File: src/rtl/intc_pkg.sv
package intc_pkg;

    // Source indices into per-source vectors
    typedef enum logic {
        SRC_WD  = 1'b0,
        SRC_TOD = 1'b1
    } src_e;

    localparam int NUM_SRC = 2;

    // Stored part of the command byte, MSB first = byte bit 7
    typedef struct packed {
        logic xfer_en;   // bit 7
        logic swap;      // bit 6
        logic b_source;  // bit 5
        logic pulse;     // bit 4
        logic wd_mask;   // bit 3
        logic tod_mask;  // bit 2
    } ctl_t;

    localparam ctl_t CTL_RESET = '{
        xfer_en:  1'b1,
        swap:     1'b1,
        b_source: 1'b0,
        pulse:    1'b0,
        wd_mask:  1'b1,
        tod_mask: 1'b1
    };

    function automatic ctl_t ctl_from_byte(input logic [7:0] b);
        return ctl_t'(b[7:2]);
    endfunction

    function automatic logic [7:0] byte_from_ctl(input ctl_t c,
                                                 input logic wd_flag,
                                                 input logic tod_flag);
        return {c, wd_flag, tod_flag};
    endfunction

    function automatic logic src_mask(input ctl_t c, input int idx);
        return (idx == int'(SRC_WD)) ? c.wd_mask : c.tod_mask;
    endfunction

endpackage

File: src/rtl/intc_cmd_reg.sv
module intc_cmd_reg
    import intc_pkg::*;
(
    input  logic       clk,
    input  logic       rst,
    input  logic       wr_i,
    input  logic [7:0] wdata_i,
    output ctl_t       ctl_o
);

    ctl_t ctl_q;

    always_ff @(posedge clk) begin
        if (rst) begin
            ctl_q <= CTL_RESET;
        end else if (wr_i) begin
            ctl_q <= ctl_from_byte(wdata_i);
        end
    end

    assign ctl_o = ctl_q;

    AST_CTL_HOLD: assert property (@(posedge clk) disable iff (rst)
        !wr_i |=> $stable(ctl_q));

    AST_CTL_LOAD: assert property (@(posedge clk) disable iff (rst)
        wr_i |=> (ctl_q == ctl_from_byte($past(wdata_i))));

endmodule

File: src/rtl/intc_src_chan.sv
module intc_src_chan #(
    parameter int PULSE_TICKS = 3
) (
    input  logic clk,
    input  logic rst,
    input  logic event_i,
    input  logic access_i,
    input  logic tick_i,
    input  logic pulse_mode_i,
    output logic flag_o
);

    // One extra tick so a partial first period never shortens the pulse
    localparam int LOAD  = PULSE_TICKS + 1;
    localparam int CNT_W = $clog2(LOAD + 1);

    logic             held_q;
    logic [CNT_W-1:0] cnt_q;

    always_ff @(posedge clk) begin
        if (rst) begin
            held_q <= 1'b0;
            cnt_q  <= '0;
        end else if (access_i) begin
            held_q <= 1'b0;
            cnt_q  <= '0;
        end else begin
            if (event_i) begin
                held_q <= 1'b1;
            end
            if (event_i) begin
                cnt_q <= CNT_W'(LOAD);
            end else if (tick_i && (cnt_q != '0)) begin
                cnt_q <= cnt_q - 1'b1;
            end
        end
    end

    assign flag_o = pulse_mode_i ? (cnt_q != '0) : held_q;

    AST_ACCESS_CLEARS: assert property (@(posedge clk) disable iff (rst)
        access_i |=> (!held_q && (cnt_q == '0)));

    AST_EVENT_SETS: assert property (@(posedge clk) disable iff (rst)
        (event_i && !access_i) |=> held_q);

    AST_RELOAD: assert property (@(posedge clk) disable iff (rst)
        (event_i && !access_i) |=> (cnt_q == CNT_W'(LOAD)));

    AST_CNT_BOUND: assert property (@(posedge clk) disable iff (rst)
        cnt_q <= CNT_W'(LOAD));

    AST_HELD_STICKY: assert property (@(posedge clk) disable iff (rst)
        (held_q && !access_i) |=> held_q);

endmodule

File: src/rtl/intc_router.sv
module intc_router
    import intc_pkg::*;
(
    input  ctl_t               ctl_i,
    input  logic [NUM_SRC-1:0] flag_i,
    output logic               irq_a_o,
    output logic               irq_b_o
);

    logic [NUM_SRC-1:0] live;

    for (genvar s = 0; s < NUM_SRC; s++) begin : g_gate
        assign live[s] = flag_i[s] & ~src_mask(ctl_i, s);
    end

    always_comb begin
        if (ctl_i.swap) begin
            irq_a_o = live[SRC_TOD];
            irq_b_o = live[SRC_WD];
        end else begin
            irq_a_o = live[SRC_WD];
            irq_b_o = live[SRC_TOD];
        end
    end

    always_comb begin
        if (ctl_i.wd_mask && ctl_i.tod_mask) begin
            AST_ALL_MASKED: assert (!irq_a_o && !irq_b_o);
        end
        if (flag_i == '0) begin
            AST_NO_FLAG_NO_IRQ: assert (!irq_a_o && !irq_b_o);
        end
    end

endmodule

File: src/rtl/irq_dual_ctrl.sv
module irq_dual_ctrl
    import intc_pkg::*;
#(
    parameter int PULSE_TICKS = 3
) (
    input  logic       clk,
    input  logic       rst,
    input  logic       cmd_wr,
    input  logic [7:0] cmd_wdata,
    output logic [7:0] cmd_rdata,
    input  logic       wd_evt,
    input  logic       tod_evt,
    input  logic       wd_acc,
    input  logic       tod_acc,
    input  logic       ms_tick,
    output logic       irq_a,
    output logic       irq_b,
    output logic       irq_b_source,
    output logic       xfer_en
);

    ctl_t               ctl;
    logic [NUM_SRC-1:0] evt_v;
    logic [NUM_SRC-1:0] acc_v;
    logic [NUM_SRC-1:0] flag_v;

    assign evt_v[SRC_WD]  = wd_evt;
    assign evt_v[SRC_TOD] = tod_evt;
    assign acc_v[SRC_WD]  = wd_acc;
    assign acc_v[SRC_TOD] = tod_acc;

    intc_cmd_reg u_cmd (
        .clk     (clk),
        .rst     (rst),
        .wr_i    (cmd_wr),
        .wdata_i (cmd_wdata),
        .ctl_o   (ctl)
    );

    for (genvar s = 0; s < NUM_SRC; s++) begin : g_chan
        intc_src_chan #(.PULSE_TICKS(PULSE_TICKS)) u_chan (
            .clk          (clk),
            .rst          (rst),
            .event_i      (evt_v[s]),
            .access_i     (acc_v[s]),
            .tick_i       (ms_tick),
            .pulse_mode_i (ctl.pulse),
            .flag_o       (flag_v[s])
        );
    end

    intc_router u_route (
        .ctl_i   (ctl),
        .flag_i  (flag_v),
        .irq_a_o (irq_a),
        .irq_b_o (irq_b)
    );

    assign cmd_rdata    = byte_from_ctl(ctl, flag_v[SRC_WD], flag_v[SRC_TOD]);
    assign irq_b_source = ctl.b_source;
    assign xfer_en      = ctl.xfer_en;

    AST_WD_ACC_DROPS: assert property (@(posedge clk) disable iff (rst)
        wd_acc |=> !cmd_rdata[1]);

    AST_TOD_ACC_DROPS: assert property (@(posedge clk) disable iff (rst)
        tod_acc |=> !cmd_rdata[0]);

    AST_PINS_EXCLUSIVE: assert property (@(posedge clk) disable iff (rst)
        $countones({irq_a, irq_b}) <= $countones(flag_v));

endmodule

File: config.mk
export PLATFORM = sky130hd
export DESIGN_NAME = irq_dual_ctrl
export DESIGN_NICKNAME = d
export VERILOG_FILES = /design/src/rtl/intc_pkg.sv /design/src/rtl/intc_cmd_reg.sv /design/src/rtl/intc_src_chan.sv /design/src/rtl/intc_router.sv /design/src/rtl/irq_dual_ctrl.sv
export SDC_FILE = /design/constraint.sdc
export NUM_CORES = 1
export LEC_CHECK = 0
export BUFFER_PORTS_ARGS = -buffer_cell sky130_fd_sc_hd__buf_2
export CORE_MARGIN = 2
export CORE_UTILIZATION = 46
export CTS_CLUSTER_DIAMETER = 30
export DETAILED_ROUTE_END_ITERATION = 12
export PLACE_DENSITY = 0.76
export SLEW_MARGIN = 20
export SYNTH_ARGS = -nofsm -noshare
export SYNTH_HDL_FRONTEND = slang
export SYNTH_SLANG_ARGS = --single-unit
File: constraint.sdc
create_clock -name clk -period 1.65 [get_ports clk]
set_input_delay 0.33 -clock clk [delete_from_list [all_inputs] [get_ports clk]]
set_output_delay 0.33 -clock clk [all_outputs]
set_load 0.02 [all_outputs]
==> flow_summary.yaml <==
pwr:
  ir_worst_vdd_uv: 539
  p_leak_nw: 0.451
  power_density_mw_per_mm2: 758
  power_mw: 0.800
critical_path:
  cp-end-kind: "output pin"
  worstPathArrival_ns: 1.51
  path_class: "register to output pin"
  rr_worst_depth: 9
  crit_fanout: 3
  required_ns: 1.32
  start_kind: "register"
cells_and_area:
  nFillCells: 118
  most-common-layout-cells: "buf_2 (21), buf_4 (11), dfxtp_1 (10)"
  seq_area_sq_um: 285
  finalCoreUtilization_pct: 70.9
  layout-drive-gt1-share_pct: 61.7
  synthToLayoutAreaGrowth_pct: 46.0
  nets: 128
  stdcell_area_sq_mm: 0.00106
  insertedDiodeCount: 0
  multiInputGateArea_sq_um: 463
  final_common_cell: "buf_2"
yosys:
  synth_warnings: 0
  synthCells: 75
  syn-mean-instance-area_sq_um: 9.64
  synthesis.nets: 95
  seq_area_frac_synth_pct: 38.8
  synthesis.area_sq_um: 723
  ys_types: 22
  synth-seq-cells: 14
sta:
  fin_worst_skew_ns: 0.00100
  finalSetupViolations: 4
  worst_slew_pin_slew_ns: 0.448
  rsz0062_at_grt: "true"
  fmax_mhz: 542
  setup_ws_ns: -0.194
  final.setup.tns_ns: -0.580
  hold_viol_final: 0
  min_period_ns: 1.84
  drv_slew: 0
  slew-limit-headroom_pct: 70.1
  finalCritPeriodShare_pct: 112
floorplan:
  dieArea_sq_mm: 0.00191
  ios: 28
  die_y_um: 43.7
  core_area_sq_mm: 0.00149
  start_util_pct: 48.6
  num_rows: 14
  die_w_um: 43.7
placed_design:
  gp_congestion: 0.646
  dpl-instance-area_sq_um: 888
  dp.final_hpwl_mm: 1.11
  port_buffers: 25
routing:
  routedWlPerCell_um: 12.4
  drtIter0Drc: 9
  vias: 623
  drc: 0
  first_pass_iters: 4
  drt_wl_total_mm: 1.53
  viasPerCell: 5.07
  drt.antenna.violating_nets: 0
global_routing:
  grt_max_degree: 13
  antenna_found_initial: 0
  grt_overflow: 0
  track_usage_pct: 17.7
  grt_pass1_wl_mm: 2.46
  grt_pass1_vias: 635
worst_hold_path:
  holdPathStages: 2
  hold_class: "input pin to register"
cts:
  cts_sinks: 14
  clkLatencyLatePin_ns: 0.27
  cts_made_buffers: 3
  ctsHoldBuffers: 0
  cts_tree: "done"
  root_buffer: "clkbuf_4"
  clkTransAtPathRegs_ns: 0.08
  cts.path.max_buffers: 2
  htreeDepth: 1
flow_run:
  maxCapViolCount: 0
status:
  violations: "negative setup slack"
  status: "complete, but fails checks"
## per-stage QoR
stage / cells / hold slack, ns / setup slack, ns
after floorplan: 75 / 0.399 / -0.0569
after global placement: 116 / 0.478 / -0.0685
after detailed placement: 116 / 0.495 / -0.108
after CTS: 123 / 0.240 / -0.232
after global routing: 123 / 0.232 / -0.271
final: 123 / 0.242 / -0.194
## metal layers
| layer | track usage (%) | share of wire [%] | routed length (um) |
|---|---|---|---|
| met5 | 0 | 0 | 0 |
| met4 | 10.3 | 0.98 | 15 |
| met3 | 4.17 | 3.2 | 49 |
| met1 | 17.9 | 40 | 618 |
| met2 | 32.4 | 55 | 846 |
## worst max-delay path, stage by stage (launching register included)
cell and delay (ns):
dfxtp_2 0.34, inv_2 0.04, ha_4 0.16, ha_4 0.17, nand2_4 0.07, o21ai_4 0.07, buf_6 0.13, o32ai_2 0.08
buf_4 0.18
## report_power, final
| part | leakage, nW | switching [mW] | internal (mW) |
|---|---|---|---|
| clock network | 0.0210 | 0.106 | 0.134 |
| registers | 0.117 | 0.0179 | 0.354 |
| logic | 0.313 | 0.0928 | 0.0959 |
## final cells by class
type                            count  area share (%)
Clock buffer                        4            3.44
Sequential cell                    14            27.0
Inverter                            8            2.84
Timing Repair Buffer               35            21.0
Tap cell                           16            1.90
Multi-Input combinational cell     46            43.8
## cell families (layout without fill, tap and decap cells)
group	Yosys count	in the layout	synth area share (%)
and+or+nand+nor	26	26	22.1
buffers and inverters	15	47	10.7
DFF	14	14	38.8
AOI/OAI and AO/OA	12	12	16.3
adders and majority gates	4	4	6.92
xor gates and xnor gates	2	2	2.42
muxes	2	2	2.77
## registers in the layout, summed over array words and instances (netlist names)
register,cells
u_cmd.ctl_o,6
g_chan.u_chan.held_q,2
g_chan.u_chan.cnt_q,6
## cells in the mapped netlist (all sizes together)
cell	n	share of area, %
dfxtp	14	39
inv	8	4.2
nor2	8	4.2
buf	7	6.6
nor2b	6	7.3
a211o	4	4.8
ha	4	6.9
nor3	4	4.2
a2111oi	2	4.2
a211oi	2	3.5
and2b	2	2.1
mux2i	2	2.8
nand2	2	1.0
nand2b	2	1.7
o21ai	2	1.4
o32ai	2	2.4
or3	2	1.7
xnor2	2	2.4
## path summary, 6_finish.rpt
kind / startpoint / to / slack [ns]
setup / recovery: g_chan[0].u_chan.cnt_q[0] / irq_b / -0.19
hold / removal: tod_acc / g_chan[1].u_chan.cnt_q[2] / 0.24
setup reg to reg: g_chan[1].u_chan.cnt_q[0] / g_chan[1].u_chan.cnt_q[0] / 0.15
hold reg to reg: u_cmd.ctl_o[3] / u_cmd.ctl_o[3] / 0.51
## what timing repair did
item	CTS	global route
pin swaps	6	4
endpoints found under the setup margin	4	4
setup buffers	3	0
resized for setup	30	2
Power figures use the tool's default switching activity.
